`config.mk`:
```
export PLATFORM = sky130hd
export DESIGN_NAME = slot_set
export DESIGN_NICKNAME = d
export VERILOG_FILES = /design/src/rtl/uset_pkg.sv /design/src/rtl/uset_lowest.sv /design/src/rtl/uset_match.sv /design/src/rtl/uset_window.sv /design/src/rtl/slot_set.sv
export SDC_FILE = /design/constraint.sdc
export NUM_CORES = 1
export LEC_CHECK = 0
export BUFFER_PORTS_ARGS = -buffer_cell sky130_fd_sc_hd__buf_4
export CAP_MARGIN = 20
export CORE_UTILIZATION = 60
export CTS_CLUSTER_SIZE = 8
export DETAILED_ROUTE_END_ITERATION = 12
export PLACE_DENSITY = 0.86
export SETUP_SLACK_MARGIN = 0.05
export SLEW_MARGIN = 20
export SYNTH_ARGS = -nofsm -noshare
export SYNTH_HDL_FRONTEND = slang
export SYNTH_SLANG_ARGS = --single-unit
export TNS_END_PERCENT = 100
```
`constraint.sdc`:
```
create_clock -name clk_i -period 7.1 [get_ports clk_i]
set_clock_uncertainty 0.1 [all_clocks]
set_input_delay 1.065 -clock clk_i [delete_from_list [all_inputs] [get_ports clk_i]]
set_output_delay 1.065 -clock clk_i [all_outputs]
set_load 0.1 [all_outputs]
```
`src/rtl/uset_pkg.sv`:
```
package uset_pkg;
  typedef enum logic [1:0] {
    OP_INS   = 2'b00,
    OP_REM   = 2'b01,
    OP_FIRST = 2'b10,
    OP_NEXT  = 2'b11
  } uset_op_e;
endpackage

```
`src/rtl/uset_lowest.sv`:
```
// Lowest set bit finder.
module uset_lowest #(
  parameter int N  = 8,
  parameter int IW = $clog2(N)
) (
  input  logic [N-1:0]  vec_i,
  output logic          found_o,
  output logic [IW-1:0] idx_o
);
  always_comb begin
    found_o = 1'b0;
    idx_o   = '0;
    for (int i = N - 1; i >= 0; i--) begin
      if (vec_i[i]) begin
        found_o = 1'b1;
        idx_o   = IW'(i);
      end
    end
  end
endmodule

```
`src/rtl/uset_match.sv`:
```
// Per-slot key compare, gated by occupancy.
module uset_match #(
  parameter int N = 8,
  parameter int W = 16
) (
  input  logic [N-1:0][W-1:0] slots_i,
  input  logic [N-1:0]        valid_i,
  input  logic [W-1:0]        key_i,
  output logic [N-1:0]        hit_o
);
  for (genvar g = 0; g < N; g++) begin : g_cmp
    assign hit_o[g] = valid_i[g] && (slots_i[g] == key_i);
  end
endmodule

```
`src/rtl/uset_window.sv`:
```
// Builds the candidate mask for iteration: all slots, or those above the iterator.
module uset_window #(
  parameter int N  = 8,
  parameter int IW = $clog2(N)
) (
  input  logic          from_start_i,
  input  logic [IW-1:0] iter_i,
  output logic [N-1:0]  mask_o
);
  for (genvar g = 0; g < N; g++) begin : g_win
    assign mask_o[g] = from_start_i || (32'(g) > 32'(iter_i));
  end
endmodule

```
`src/rtl/slot_set.sv`:
```
module slot_set #(
  parameter int N  = 8,
  parameter int W  = 16,
  parameter int IW = (N > 1) ? $clog2(N) : 1
) (
  input  logic          clk_i,
  input  logic          rst_ni,
  input  logic          cmd_valid_i,
  input  logic [1:0]    cmd_op_i,
  input  logic [W-1:0]  cmd_data_i,
  input  logic [IW-1:0] cmd_iter_i,
  output logic          rsp_valid_o,
  output logic [1:0]    rsp_op_o,
  output logic          rsp_ok_o,
  output logic [IW-1:0] rsp_iter_o,
  output logic [W-1:0]  rsp_data_o,
  output logic          rsp_end_o
);
  import uset_pkg::*;

  logic [N-1:0][W-1:0] slots_q;
  logic [N-1:0]        valid_q;

  uset_op_e op;
  assign op = uset_op_e'(cmd_op_i);

  logic [N-1:0]  hit_vec;
  logic          hit_any;
  logic [IW-1:0] hit_idx;
  logic          free_any;
  logic [IW-1:0] free_idx;
  logic [N-1:0]  win_mask;
  logic          scan_any;
  logic [IW-1:0] scan_idx;
  logic          rem_in_range;

  uset_match #(.N(N), .W(W)) u_match (
    .slots_i(slots_q), .valid_i(valid_q), .key_i(cmd_data_i), .hit_o(hit_vec)
  );

  uset_lowest #(.N(N), .IW(IW)) u_hit (
    .vec_i(hit_vec), .found_o(hit_any), .idx_o(hit_idx)
  );

  uset_lowest #(.N(N), .IW(IW)) u_free (
    .vec_i(~valid_q), .found_o(free_any), .idx_o(free_idx)
  );

  uset_window #(.N(N), .IW(IW)) u_win (
    .from_start_i(op == OP_FIRST), .iter_i(cmd_iter_i), .mask_o(win_mask)
  );

  uset_lowest #(.N(N), .IW(IW)) u_scan (
    .vec_i(valid_q & win_mask), .found_o(scan_any), .idx_o(scan_idx)
  );

  assign rem_in_range = 32'(cmd_iter_i) < N;

  // Response next-state
  logic          ok_d;
  logic [IW-1:0] iter_d;
  logic [W-1:0]  data_d;
  logic          end_d;

  always_comb begin
    ok_d   = 1'b0;
    iter_d = '0;
    data_d = '0;
    end_d  = 1'b0;
    unique case (op)
      OP_INS: begin
        data_d = cmd_data_i;
        if (hit_any) begin
          ok_d   = 1'b1;
          iter_d = hit_idx;
        end else if (free_any) begin
          ok_d   = 1'b1;
          iter_d = free_idx;
        end
      end
      OP_REM: begin
        ok_d   = 1'b1;
        iter_d = cmd_iter_i;
      end
      default: begin
        if (scan_any) begin
          ok_d   = 1'b1;
          iter_d = scan_idx;
          data_d = slots_q[scan_idx];
        end else begin
          end_d = 1'b1;
        end
      end
    endcase
  end

  always_ff @(posedge clk_i or negedge rst_ni) begin
    if (!rst_ni) begin
      valid_q <= '0;
    end else if (cmd_valid_i) begin
      if (op == OP_INS && !hit_any && free_any) begin
        valid_q[free_idx] <= 1'b1;
      end else if (op == OP_REM && rem_in_range) begin
        valid_q[cmd_iter_i] <= 1'b0;
      end
    end
  end

  // Data storage needs no reset; occupancy gates every read.
  always_ff @(posedge clk_i) begin
    if (cmd_valid_i && op == OP_INS && !hit_any && free_any) begin
      slots_q[free_idx] <= cmd_data_i;
    end
  end

  always_ff @(posedge clk_i or negedge rst_ni) begin
    if (!rst_ni) begin
      rsp_valid_o <= 1'b0;
      rsp_op_o    <= '0;
      rsp_ok_o    <= 1'b0;
      rsp_iter_o  <= '0;
      rsp_data_o  <= '0;
      rsp_end_o   <= 1'b0;
    end else begin
      rsp_valid_o <= cmd_valid_i;
      if (cmd_valid_i) begin
        rsp_op_o   <= cmd_op_i;
        rsp_ok_o   <= ok_d;
        rsp_iter_o <= iter_d;
        rsp_data_o <= data_d;
        rsp_end_o  <= end_d;
      end
    end
  end
endmodule

```
**Word-level counts from Yosys, hierarchy flattened**

Index checks and enable logic that the tools add are counted.

- Magnitude comparators: 12
- Eq/ne operators: 10
- Multiplexer cells: 71
- Bitwise gates (word level): 5
- Reduce and logical (&&, ||, !) cells: 27

Operator list:

| operator | count |
|---|---|
| bitwise mux 128 bit | 1 |
| equality test 16 bit | 8 |
| 2-to-1 mux 3 bit | 27 |
| binary-select mux 16 bit (select 3 bit) | 1 |
| demux 16 bit (select 3 bit) | 1 |
| 2-to-1 mux 16 bit | 3 |
| case mux 16 bit (2 select lines) | 1 |
| 2-to-1 mux 1 bit | 31 |
| AND 8 bit | 2 |
| 2-to-1 mux 8 bit | 2 |
| NOT 8 bit | 2 |
| logical AND 1 bit | 15 |
| greater-than comparator 3 bit, first input constant | 4 |
| less-than comparator 3 x 4 -> 1 bit, second input constant | 3 |
| bitwise OR 8 bit | 1 |
| logical OR 1 bit | 7 |
| demux 1 bit (select 3 bit) | 2 |
| >= comparator 3 x 1 -> 1 bit, second input constant | 2 |
| greater-than comparator 2 x 3 -> 1 bit, first input constant | 2 |
| case mux 3 bit (2 select lines) | 1 |
| greater-than comparator 1 x 3 -> 1 bit, first input constant | 1 |
| equality test 2 x 1 -> 1 bit, second input constant | 1 |
| equality test 2 bit, second input constant | 1 |
| zero test 2 bit | 1 |
| 5 further kinds | 5 |

- Register bits: 160
- Input bits: 24
- Output and inout port bits: 24
- Word-level logic and storage cells: 140

**Depth between registers and ports, before layout**

Gate-level depths: netlist of run 1.

- Word-level depth: 15
- Depth in mapped cells: 10
- Depth with buffers taken out: 7

**By module**

Synthesis of run 1 repeated with hierarchy kept, for this count alone.

- Cell total of the unflattened synthesis: 642
- Area total of the unflattened synthesis: 8345.5 µm²

Modules (own cells, without submodules):

| module | instances | cells each | area an instance (µm²) | sequential area each (µm²) |
|---|---|---|---|---|
| slot_set | 1 | 400 | 6438.7 | 4644.5 |
| uset_match | 1 | 192 | 1604.0 | 0.0 |
| uset_lowest | 3 | 13 | 80.1 | 0.0 |
| uset_window | 1 | 11 | 62.6 | 0.0 |

**Least setup slack after synthesis of run 1**

Ideal clock, no wire load.

- Kind: input port to flip-flop
- From: in cmd_data_i[4]
- To: reg slots_q[64] (netlist bit) (enable)
- Library setup time: 0.388 ns
- Arrival: 3.630 ns
- Setup slack: 2.981 ns
- Cell stages on the path: 10
- Path buffers: 3
- Cells stage by stage: buf_4 -> xor2_1 -> or4b_1 -> or3_1 -> nor2_1 -> or4b_1 -> buf_2 -> or4b_4 -> buf_6 -> nor2_1

- Longest elaborated chain between the ends: 13

RTL lines:

| what | RTL line | source |
|---|---|---|
| start, declared | slot_set.sv:10 | `input logic [W-1:0] cmd_data_i,` |
| equality test 16 bit | uset_match.sv:12 | `assign hit_o[g] = valid_i[g] && (slots_i[g] == key_i);` |
| logical AND 1 bit | uset_match.sv:12 |  |
| 2-to-1 mux 1 bit (7 in series) | uset_lowest.sv:14 | `if (vec_i[i]) begin` |
| 2-to-1 mux 1 bit (*) | uset_lowest.sv:14 |  |
| zero test 1 bit (*) | slot_set.sv:111 | `if (cmd_valid_i && op == OP_INS && !hit_any && free_any) begin` |
| logical AND 1 bit (*) (2 in series) | slot_set.sv:111 |  |
| end signal, assigned by index | slot_set.sv:112 | `slots_q[free_idx] <= cmd_data_i;` |
| end, declared | slot_set.sv:21 | `logic [N-1:0][W-1:0] slots_q;` |

Every way passes the cells marked *; elsewhere a longest branch is shown, timed or not.
A chain may end at the register's enable or synchronous reset.

**Final worst setup path of run 1**

- From: in cmd_data_i[7]
- To: reg slots_q[91] (netlist bit) (enable)

Same word-level chain as after synthesis.

==> results.md, run 1 <==
- Routability congestion estimate: 0.949
- Global-route wire length before repair: 35,900 um
- ANT nets after route: 0
- Arrival time at the worst endpoint: just over 4000 ps
- Average via count per standard cell: 6.88
- CTS tree: done
- Max capacitance violation total: 0
- Delay of the slowest cell on the worst path: 780 ps
- Total standard cell area after synthesis: 8590 um2
- CTS HTree Levels: 4
- Post-route total power: 2.82 mW
- Cell family with the largest share of critical-path delay: simple AND/OR/NAND/NOR gates
- Fmax achieved: 244 MHz
- Starting DRC count in detailed routing: 915
- Startpoint type of the worst setup path: primary input
- CTS buffer count: 17
- Worst slew margin: 20.2%
- CP Buf/Inv Count: 1
- Yosys reg bits: 160
- Critical path required time: 7050 ps
- Starting density of the core: 61.6%
- Most common library cell in the layout ignoring fill and taps: sky130_fd_sc_hd__edfxtp_1
- Unique masters post-synth: 58
- Synth warn: 0
- Synth Net Count: 729
- Highest net fanout along the worst path: 17
- Share of synthesized area occupied by flip-flops and latches: between 50 and 60%
- Number of buffers added to fix hold violations after cts: 0
- Detail Placement HPWL: 16,200 um
- Initial antenna violation count: 0
- Highest-count cells in the layout ignoring fill and taps: sky130_fd_sc_hd__edfxtp_1, sky130_fd_sc_hd__xor2_1, sky130_fd_sc_hd__mux2i_1, sky130_fd_sc_hd__buf_4, sky130_fd_sc_hd__xnor2_1
- Leakage dissipation: 3.23 nW
- Layout Nets: between 700 and 800
- Number of placed I/O pins: 48
- Final Routed Wirelength: 23,900 um
- Count of unresolved DRC violations after routing: 0
- Worst IR Drop VDD: ~0.21 mV
- Class of the most critical hold timing path: reg2reg
- Global route overflow: 0
- Floorplan die width: 122 um
- Chain of cells forming the critical path: buf_4, xor2_1, nor3_1, and3_4, nand4_2, or4b_1, or4_1, nor2_2
- Via count of the first global-routing pass: 6,080
- Antenna Cells: 0
- Post-CTS sizing: 0
- Relative area change from synthesis to final layout: 11.2%
- Combined global-route utilization of all metal layers: 34.0%
- Die boundary height: 122 um
- Post-layout instance area: 9550 um2
- Worst hold-check slack: 415 ps
- Finish-stage setup viols: 0
- Floorplan die area: 14,800 um2
- Setup TNS Final: 0 ps
- Final Hold Viols: 0
- Top_reg_cell synth: sky130_fd_sc_hd__edfxtp_1
- Vias: 6,357
- First-pass DRT Iterations: 5
- Average detailed-routed wire length per instance: 25.9 um
- Core utilization of the finished layout: 68.5%
- Setup crit end kind: flip-flop
- Number of flops mapped to enable cells by yosys: around 130
- Crit Path Category: in2reg
- Highest-delay cell along the critical path: sky130_fd_sc_hd__nor2_2
- Clk pin slew, worst setup/hold paths: around 60 ps
- Max-slew violation total from the final report: 0
- RSZ-0062 raised after global routing: no
- Placeable core area: approximately 14,000 um2
- Time the final worst path needs with I/O delays and setup: 4090 ps
- Area of placed instances: 8930 um2
- Run status: completed
- Share of cells above drive strength 1: ~14%
- Total power per unit cell area: 296 nW/um2
- Worst-margin pin slew: roughly 1200 ps
- Worst skew pair latency: 430 ps
- Largest net degree at the start of global routing: 66
- Async set-reset flop share out of synthesis: 20.0%
- Buffers inserted during post-CTS setup optimization: 0
- Number of sinks driven by the clock tree: 160
- FP Rows: 43
- Cell count after synthesis: 705
- Port Buffers: 47
- CTS Buffer Depth: 2
- Average footprint of a synthesized cell: 12.2 um2
- Fin crit share: 57.6%
- Root buffer selected by CTS: sky130_fd_sc_hd__clkbuf_16
[metal layers]
layer | GRT usage, % | share of wire (%)
met1 | 45.0 | 38
met2 | 52.5 | 46
met3 | 6.37 | 10
met4 | 19.9 | 5.8
met5 | 0 | 0
[layout make-up]
cell class / count / area [um2]
clock buffers: 21 / 460
clock inverters: 11 / 163
fillers: 1011 / 4380
inverters: 9 / 33.8
multi-input cells: 491 / 3630
flip-flops and latches: 160 / 4640
well taps: 180 / 225
repair buffers: 52 / 390
[sequential cells by signal (all words and copies together), names as in the netlist]
register     cells
rsp_valid_o      1
valid_q          8
slots_q        128
rsp_ok_o         1
rsp_iter_o       3
rsp_end_o        1
rsp_op_o         2
rsp_data_o      16
[synth_stat cells, types with 3 or more instances]
cell,instances,share of area [%]
sky130_fd_sc_hd__a32oi_1,3,0.31
sky130_fd_sc_hd__buf_2,7,0.41
sky130_fd_sc_hd__nand2b_1,9,0.66
sky130_fd_sc_hd__clkbuf_1,16,0.70
sky130_fd_sc_hd__o211ai_1,18,1.6
sky130_fd_sc_hd__o32a_1,17,2.0
sky130_fd_sc_hd__nor3_1,13,0.76
sky130_fd_sc_hd__buf_4,9,0.79
sky130_fd_sc_hd__o21ai_0,10,0.58
sky130_fd_sc_hd__nor2b_1,4,0.29
sky130_fd_sc_hd__inv_1,9,0.39
sky130_fd_sc_hd__a21oi_1,10,0.58
sky130_fd_sc_hd__nor2_1,41,1.8
sky130_fd_sc_hd__mux2i_1,65,7.6
sky130_fd_sc_hd__a31oi_1,3,0.22
sky130_fd_sc_hd__dfrtp_1,32,9.3
sky130_fd_sc_hd__buf_6,12,1.6
sky130_fd_sc_hd__o22ai_1,20,1.5
sky130_fd_sc_hd__nand2_1,40,1.7
sky130_fd_sc_hd__edfxtp_1,128,45
sky130_fd_sc_hd__nand3_1,11,0.64
sky130_fd_sc_hd__xor2_1,82,8.4
sky130_fd_sc_hd__or4_1,7,0.61
sky130_fd_sc_hd__xnor2_1,44,4.5
sky130_fd_sc_hd__nor4b_1,3,0.31
sky130_fd_sc_hd__o32ai_1,3,0.31
sky130_fd_sc_hd__nor4_1,24,1.7
sky130_fd_sc_hd__nand4_1,18,1.3
sky130_fd_sc_hd__o31ai_1,3,0.26
[logic make-up (layout without fill, tap and decap cells)]
group,count (synthesis),count (layout),synth area share (%)
DFF,160,160,54.1
muxes,68,68,7.97
xor gates and xnor gates,128,128,13.2
AOI/OAI and AO/OA,104,104,8.83
buffers and inverters,54,93,3.90
and+or+nand+nor,191,191,12.0
[power breakdown]
group / leakage (nW) / total [mW] / internal [mW] / switching (mW)
combinational: 1.39 / 0.724 / 0.230 / 0.494
sequential: 1.54 / 1.13 / 1.07 / 0.0650
clock: 0.299 / 0.967 / 0.604 / 0.363
total: 3.23 / 2.82 / 1.90 / 0.922
[path summary, 6_finish.rpt]
| kind | startpoint | to | slack (ps) | depth (start not counted) |
|---|---|---|---|---|
| min in group asynchronous | rst_ni | rsp_ok_o$_DFFE_PN0P_ | 490 | 1 |
| hold / removal | rsp_op_o[0]$_DFFE_PN0P_ | rsp_op_o[0]$_DFFE_PN0P_ | 410 | 1 |
| max in group asynchronous | rst_ni | rsp_data_o[3]$_DFFE_PN0P_ | 6050 | 1 |
| hold reg to reg | rsp_op_o[0]$_DFFE_PN0P_ | rsp_op_o[0]$_DFFE_PN0P_ | 410 | 1 |
| setup / recovery | cmd_data_i[7] | slots_q[91]$_DFFE_PP_ | 3010 | 8 |
| setup reg to reg | valid_q[2]$_DFFE_PN0P_ | rsp_data_o[2]$_DFFE_PN0P_ | 3370 | 8 |
[worst reg2reg max path: stages, from the launching register on]
cell                      delay (ps)
sky130_fd_sc_hd__dfrtp_1         560
sky130_fd_sc_hd__nor2b_1         240
sky130_fd_sc_hd__o31ai_1         260
sky130_fd_sc_hd__a32oi_1         180
sky130_fd_sc_hd__o31ai_4          90
sky130_fd_sc_hd__buf_4           910
sky130_fd_sc_hd__mux2i_1         620
sky130_fd_sc_hd__o22ai_1         250
sky130_fd_sc_hd__o32a_1          390
[through the flow]
step	setup slack [ps]	cells
floorplan	2980	705
global placement	2160	892
detailed placement	2670	892
CTS	3110	924
global route	2890	924
finish	3010	924
(Power assumes the default switching activity.)
==> run 2, diff against run 1 <==
==> constraint.sdc (replaced) <==
create_clock -name clk_i -period 4 [get_ports clk_i]
set_clock_uncertainty 0.1 [all_clocks]
set_input_delay 0.6 -clock clk_i [delete_from_list [all_inputs] [get_ports clk_i]]
set_output_delay 0.6 -clock clk_i [all_outputs]
set_load 0.1 [all_outputs]
==> run 2 against run 1 <==
  * Critical path depth is 1 higher
  * Global-route usage is 0.23 points higher
  * Flip-flop and latch count stayed put
  * Critical endpoint is now slots_q[54]$_DFFE_PP_
  * Non-clock buffer count is 9 higher
  * Combinational power is 77% higher
  * Sequential power is 77% higher
  * Clock-buffer cell count is 1 higher
  * Worst hold slack worse by 400 ps
  * Sequential share of layout area hardly changed
  * Total power is 72% higher
  * Utilization hardly changed
==> results.md, run 2 (synthesis gave the netlist of run 1 again) <==
- Registers with the highest flip-flop counts: slots_q (128), rsp_data_o (16), valid_q (8)
- Number of placed I/O pins: 48 (unchanged)
- Average via count per standard cell: 6.80 (-1.1%)
- CTS tree: done
- Fmax achieved: 309 MHz
- Run status: completed
- Starting density of the core: 61.6% (unchanged)
- Die boundary height: 122 um (unchanged)
- Relative area change from synthesis to final layout: 11.2% (about the same)
- Most Frequent Cell on Critical Path: sky130_fd_sc_hd__buf_4
- Inst Count DP: 901 (+1.0%)
- Port Buffers: 47 (unchanged)
- Critical path required time: 4030 ps (-3020 ps)
- Combined global-route utilization of all metal layers: 34.2% (+0.23 points)
- Final Routed Wirelength: 23,900 um (about the same)
- Initial antenna violation count: 0 (unchanged)
- Setup TNS Final: 0 ps (unchanged)
- Max reg flops: 128 (unchanged)
- FP Rows: 43 (unchanged)
- Leakage dissipation: 3.24 nW (+0.39%)
- Antenna Cells: 0 (unchanged)
- Routability congestion estimate: 1.01 (+6.2%)
- Arrival time at the worst endpoint: 3270 ps (-780 ps)
- First-pass DRT Iterations: 7 (+2)
- Most common library cell in the layout ignoring fill and taps: sky130_fd_sc_hd__edfxtp_1
- Time the final worst path needs with I/O delays and setup: 3240 ps
- Worst IR Drop VDD: 0.376 mV (+80%)
- Number of buffers added to fix hold violations after cts: 0 (unchanged)
- Number of standard cells in the final layout excluding fillers: 933 (+0.97%)
- Floorplan die width: 122 um (unchanged)
- CTS HTree Levels: 4 (unchanged)
- CTS buffer count: 17 (unchanged)
- Startpoint type of the worst setup path: primary input
- Delay of the slowest cell on the worst path: 650 ps (-130 ps)
- Vias: 6,349 (-0.13%)
- CP Buf/Inv Count: 2 (+1)
- Highest-delay cell along the critical path: sky130_fd_sc_hd__or4_1
- Clk pin slew, worst setup/hold paths: 60 ps (about the same)
- Number of sinks driven by the clock tree: 160 (unchanged)
- Cell family with the largest share of critical-path delay: simple AND/OR/NAND/NOR gates
- CTS Buffer Depth: 2 (unchanged)
- Setup crit end kind: flip-flop
- Starting DRC count in detailed routing: 881 (-3.7%)
- Detail Placement HPWL: 16,200 um (-0.34%)
- Post-CTS sizing: 0 (unchanged)
- Root buffer selected by CTS: sky130_fd_sc_hd__clkbuf_16
- Max-slew violation total from the final report: 0 (unchanged)
- Global route overflow: 0 (unchanged)
- Floorplan die area: 14,800 um2 (unchanged)
- Count of unresolved DRC violations after routing: 0 (unchanged)
- Worst skew pair latency: 440 ps (about the same)
- ANT nets after route: 0 (unchanged)
- Largest net degree at the start of global routing: 66 (unchanged)
- Final Hold Viols: 0 (unchanged)
- Placeable core area: 13,900 um2 (unchanged)
- Total power per unit cell area: 508 nW/um2 (+72%)
- RSZ-0062 raised after global routing: no
- Fin crit share: 81.0%
- Crit Path Category: in2reg
- Global-route wire length before repair: 35,900 um (-0.15%)
- Average detailed-routed wire length per instance: 25.6 um (-0.94%)
- Class of the most critical hold timing path: in2async
- Via count of the first global-routing pass: 6,242 (+2.7%)
- Worst slew margin: 40.8% (+21 points)
- Finish-stage setup viols: 0 (unchanged)
- Highest net fanout along the worst path: 17 (unchanged)
- Layout Nets: 764 (+1.2%)
- Share of cells above drive strength 1: 13.5% (-0.029 points)
- Chain of cells forming the critical path: buf_4, xor2_1, nor4_1, and3_4, nand4_2, or4b_1, or4_1, nor2_1, buf_4
- Register with the highest flop count: slots_q
- Max capacitance violation total: 0 (unchanged)
- Buffers inserted during post-CTS setup optimization: 0 (unchanged)
- Highest-count cells in the layout ignoring fill and taps: sky130_fd_sc_hd__edfxtp_1, sky130_fd_sc_hd__xor2_1, sky130_fd_sc_hd__mux2i_1, sky130_fd_sc_hd__buf_4, sky130_fd_sc_hd__xnor2_1
- Worst-margin pin slew: 886 ps (-311 ps)
==> run 2: changes by cell type in the layout (fill, tap and decap cells not counted) <==
cell	delta
sky130_fd_sc_hd__clkinv_2	-1
sky130_fd_sc_hd__buf_4	+8
sky130_fd_sc_hd__clkinvlp_4	+1
sky130_fd_sc_hd__buf_12	+1
sky130_fd_sc_hd__clkinv_4	+1
sky130_fd_sc_hd__nor2_1	+5
sky130_fd_sc_hd__nor2_2	-5
sky130_fd_sc_hd__clkbuf_8	-2
sky130_fd_sc_hd__clkbuf_1	+3
sky130_fd_sc_hd__bufinv_16	-2
==> run 2: routing by layer <==
metal | GRT usage (%) | part of all wire [%] | vias up | wire (um)
li1 | - | - | 2725 | -
met1 | 43.9 | 37 | 3081 | 8880
met2 | 50.5 | 46 | 440 | 10900
met3 | 9.22 | 11 | 103 | 2610
met4 | 23.8 | 6.3 | 0 | 1500
met5 | 0 | 0 | - | 0
==> run 2: layout make-up <==
cell class,count,area [um2]
clock buffer,22,444
clock inverter,10,114
fill,986,4380
inverter,9,33.8
multi-input combinational,491,3620
sequential,160,4640
tap,180,225
timing repair buffer,61,470
==> run 2: report_power, final <==
| group | switching (mW) | internal [mW] | total, mW |
|---|---|---|---|
| registers | 0.105 | 1.90 | 2.00 |
| clock network | 0.650 | 0.914 | 1.56 |
| logic | 0.875 | 0.410 | 1.28 |
==> run 2: worst reg2reg max path: cells and delay by family, from the launching register on <==
kind          cells  cell delay, ps
xor+xnor          1             280
flops             1             440
simple gates      6            1820
buf+inv           1             270
==> run 2: final timing paths <==
kind | start | end | slack (ps) | depth (start not counted)
setup / recovery | cmd_data_i[15] | slots_q[54]$_DFFE_PP_ | 760 | 9
hold / removal | rst_ni | rsp_valid_o$_DFF_PN0_ | 20 | 1
setup reg to reg | slots_q[79]$_DFFE_PP_ | slots_q[54]$_DFFE_PP_ | 770 | 8
hold reg to reg | rsp_data_o[13]$_DFFE_PN0P_ | rsp_data_o[13]$_DFFE_PN0P_ | 410 | 1
max in group asynchronous | rst_ni | rsp_data_o[9]$_DFFE_PN0P_ | 3450 | 1
min in group clk_i | cmd_op_i[0] | rsp_op_o[0]$_DFFE_PN0P_ | 380 | 2
==> run 2: through the flow <==
stage	utilization (%)	power [mW]	area (um2)	hold WS, ps	setup WS [ps]
finish	68.6	4.85	9550	18.9	760
global route	68.6	4.99	9550	43.4	668
CTS	68.6	4.83	9550	23.5	820
detailed placement	64.6	3.29	8990	400	353
global placement	64.6	3.27	8990	391	476
floorplan	-	2.95	8590	204	346
==> run 3, diff against run 2 <==
--- a/config.mk
+++ b/config.mk
@@ -5,12 +5,13 @@
 export SDC_FILE = /design/constraint.sdc
 export NUM_CORES = 1
 export LEC_CHECK = 0
+export ABC_AREA = 1
 export BUFFER_PORTS_ARGS = -buffer_cell sky130_fd_sc_hd__buf_4
 export CAP_MARGIN = 20
 export CORE_UTILIZATION = 60
 export CTS_CLUSTER_SIZE = 8
 export DETAILED_ROUTE_END_ITERATION = 12
-export PLACE_DENSITY = 0.86
+export PLACE_DENSITY = 0.85
 export SETUP_SLACK_MARGIN = 0.05
 export SLEW_MARGIN = 20
 export SYNTH_ARGS = -nofsm -noshare
==> constraint.sdc (replaced) <==
create_clock -name clk_i -period 3.18 [get_ports clk_i]
set_clock_uncertainty 0.1 [all_clocks]
set_input_delay 0.477 -clock clk_i [delete_from_list [all_inputs] [get_ports clk_i]]
set_output_delay 0.477 -clock clk_i [all_outputs]
set_load 0.1 [all_outputs]
==> run 3 against run 2 <==
  * Register-to-register slack lost 220 ps
  * Worst hold slack gained 180 ps
  * Combinational power grew 150%
  * Synthesized area grew 18%
  * Sequential share of layout area shrank 8.4 points
  * Non-clock buffer count grew 29
==> results.md, run 3 <==
- Run status: completed
- Global-route wire length before repair: 52,900 um (+47%)
- Final Hold Viols: 0 (unchanged)
- Area used by multi-input combinational logic: 4450 um2 (+23%)
- Highest-count cells in the layout ignoring fill and taps: sky130_fd_sc_hd__nand2_1, sky130_fd_sc_hd__inv_1, sky130_fd_sc_hd__nand3_1, sky130_fd_sc_hd__edfxtp_1, sky130_fd_sc_hd__nor2_1
- RSZ-0062 raised after global routing: no
- Synth warn: 0 (unchanged)
- FP Rows: 47 (+9.3%)
- Share of cells above drive strength 1: 10.8% (-2.8 points)
- Class of the most critical hold timing path: in2reg
- Area of all sequential standard cells: 4640 um2 (unchanged)
- ANT nets after route: 0 (unchanged)
- Number of flops mapped to enable cells by yosys: 128 (unchanged)
- Leading cell types by total area after synthesis: sky130_fd_sc_hd__edfxtp_1, sky130_fd_sc_hd__nand2_1, sky130_fd_sc_hd__nand3_1
- Cell count after synthesis: 1,362 (+93%)
- Leakage dissipation: 5.36 nW (+65%)
- Starting DRC count in detailed routing: 1,249 (+42%)
- Total standard cell area after synthesis: 10,100 um2 (+18%)
- Finish-stage setup viols: 0 (unchanged)
- CTS Buffer Depth: 2 (unchanged)
- Synth Net Count: 1,386 (+90%)
- Most frequent cells after synthesis: sky130_fd_sc_hd__nand2_1, sky130_fd_sc_hd__inv_1, sky130_fd_sc_hd__nand3_1
- Most numerous cell in the Yosys netlist: sky130_fd_sc_hd__nand2_1
- Fin crit share: 87.8%
- Port Buffers: 47 (unchanged)
- Critical path required time: 3220 ps (-810 ps)
- Starting density of the core: 61.4% (-0.25 points)
- Initial antenna violation count: 1 (+1)
- Total power per unit cell area: 695 nW/um2 (+37%)
- Post-route total power: 8.02 mW (+65%)
- Detail Placement HPWL: 24,600 um (+52%)
- Max capacitance violation total: 0 (unchanged)
- Most common library cell in the layout ignoring fill and taps: sky130_fd_sc_hd__nand2_1
- Average via count per standard cell: 6.09 (-10%)
- Floorplan die area: 17,400 um2 (+18%)
- Time the final worst path needs with I/O delays and setup: 2790 ps
- Max-slew violation total from the final report: 0 (unchanged)
- Arrival time at the worst endpoint: 2830 ps (-440 ps)
- Routability congestion estimate: 1.02 (+1.7%)
- Fmax achieved: 358 MHz
- Floorplan die width: 132 um (+8.5%)
- Combined global-route utilization of all metal layers: 40.7% (+6.5 points)
- Root buffer selected by CTS: sky130_fd_sc_hd__clkbuf_16
- Share of synthesized area occupied by flip-flops and latches: 45.8% (-8.3 points)
- Largest net degree at the start of global routing: 66 (unchanged)
- Crit Path Category: in2reg
- Worst-margin pin slew: 835 ps (-50.4 ps)
- Setup TNS Final: 0 ps (unchanged)
- Relative area change from synthesis to final layout: 13.8%
- Unique masters post-synth: 42 (-28%)
- Number of buffers added to fix hold violations after cts: 1 (+1)
- CTS buffer count: 17 (unchanged)
- Post-CTS sizing: 0 (unchanged)
- First-pass DRT Iterations: 6 (-1)
- Yosys reg bits: 160 (unchanged)
- Max reg flops: 128 (unchanged)
- Top_reg_cell synth: sky130_fd_sc_hd__edfxtp_1
- Setup crit end kind: flip-flop
- Vias: 10,000 (+58%)
- CTS HTree Levels: 4 (unchanged)
- Share of the synthesized area in the top cell type: 37.9% (-6.9 points)
- Via count of the first global-routing pass: 9,484 (+52%)
- Worst slew margin: 44.3% (+3.5 points)
- Layout Nets: 1,438 (+88%)
- Count of unresolved DRC violations after routing: 0 (unchanged)
- Delay of the slowest cell on the worst path: 390 ps (-260 ps)
- Worst skew pair latency: 430 ps (about the same)
- Async set-reset flop share out of synthesis: 20.0% (unchanged)
- Global route overflow: 0 (unchanged)
- Clk pin slew, worst setup/hold paths: 70 ps (about the same)
- Register with the highest flop count: slots_q
- Antenna Cells: 0 (unchanged)
- CTS tree: done
- Layout filler cell count: 1,353 (+37%)
- Buffers inserted during post-CTS setup optimization: 0 (unchanged)
- Registers with the highest flip-flop counts: slots_q (128), rsp_data_o (16), valid_q (8)
- Number of sinks driven by the clock tree: 160 (unchanged)
- Synth area leader: sky130_fd_sc_hd__edfxtp_1
- Highest net fanout along the worst path: 16 (-1)
- Startpoint type of the worst setup path: primary input
- Chain of cells forming the critical path: buf_4, clkinv_1, o22ai_1, nor3_1, nand3_1, nand2_1, nor2_1, nand2_1, nor2_2, nand3_2, clkinv_2, nand2_2, nor2_1, buf_12
- Average detailed-routed wire length per instance: 21.0 um (-18%)
- Placeable core area: 16,500 um2 (+19%)
- Average footprint of a synthesized cell: 7.45 um2 (-39%)
- Number of placed I/O pins: 48 (unchanged)
- Highest-delay cell along the critical path: sky130_fd_sc_hd__clkinv_1
- Die boundary height: 132 um (+8.5%)
- Final Routed Wirelength: 34,700 um (+45%)
- Worst IR Drop VDD: 0.490 mV (+30%)
-- run 3: changes by cell type after synthesis, moves of 65 or more --
cell	delta
sky130_fd_sc_hd__nand2_1	+354
sky130_fd_sc_hd__inv_1	+177
sky130_fd_sc_hd__nand3_1	+165
sky130_fd_sc_hd__nor2_1	+79
sky130_fd_sc_hd__xor2_1	-69
sky130_fd_sc_hd__mux2i_1	-65
-- run 3: through the flow --
step	cell area, um2	hold WS (ps)	cells	worst slack (ps)	utilization [%]
6_report	11500	201	1647	388	69.8
5_1_grt	11500	192	1647	285	69.8
4_1_cts	11500	193	1647	517	69.8
3_5_place_dp	10900	347	1614	87.0	66.0
3_3_place_gp	10900	340	1614	100	66.0
2_1_floorplan	10100	81.4	1362	242	-
-- run 3: final cells by class --
cell class                 count  area share [%]
sequential                   160            40.2
multi-input combinational    950            38.6
timing repair buffer          90            7.07
inverter                     195            6.35
clock buffer                  19            3.75
tap                          220            2.39
clock inverter                13            1.64
-- run 3: worst max-delay path: cells and delay by family --
| kind | cells | cell delay [ps] |
|---|---|---|
| AND/OR/NAND/NOR | 9 | 1160 |
| buffers and inverters | 4 | 780 |
| AO/OA/AOI/OAI | 1 | 390 |
-- run 3: cells by family after synthesis --
logic type / count (synthesis) / share of synthesized area [%]
buffers and inverters: 252 / 10.3
AND/OR/NAND/NOR: 786 / 33.8
flip-flops: 160 / 45.8
AO/OA/AOI/OAI: 128 / 7.00
XOR/XNOR: 36 / 3.11
-- run 3: power by group --
| part | total [mW] | leakage [nW] | internal, mW | switching [mW] |
|---|---|---|---|---|
| clock network | 2.18 | 0.285 | 1.31 | 0.866 |
| registers | 2.64 | 1.52 | 2.47 | 0.170 |
| logic | 3.19 | 3.55 | 0.817 | 2.37 |
| total | 8.02 | 5.36 | 4.60 | 3.41 |
-- run 3: final timing paths --
path / slack, ps / endpoint / depth (start not counted) / start
max in group asynchronous: 2230 / valid_q[2]$_DFFE_PN0P_ / 2 / rst_ni
setup reg to reg: 550 / slots_q[29]$_DFFE_PP_ / 14 / slots_q[21]$_DFFE_PP_
hold / removal: 200 / slots_q[110]$_DFFE_PP_ / 1 / cmd_data_i[14]
min in group asynchronous: 420 / rsp_data_o[1]$_DFFE_PN0P_ / 2 / rst_ni
setup / recovery: 390 / slots_q[29]$_DFFE_PP_ / 14 / cmd_data_i[13]
hold reg to reg: 400 / rsp_op_o[0]$_DFFE_PN0P_ / 2 / rsp_op_o[0]$_DFFE_PN0P_
-- run 3: metal layers --
metal	share of wire, %	vias to the layer above	wire [um]	global-route usage, %
met4	5.1	2	1770	21.3
met3	12	136	4250	10.3
met2	46	727	15800	64.8
li1	-	4564	-	-
met1	37	4605	12800	51.4
met5	0.035	-	12	0
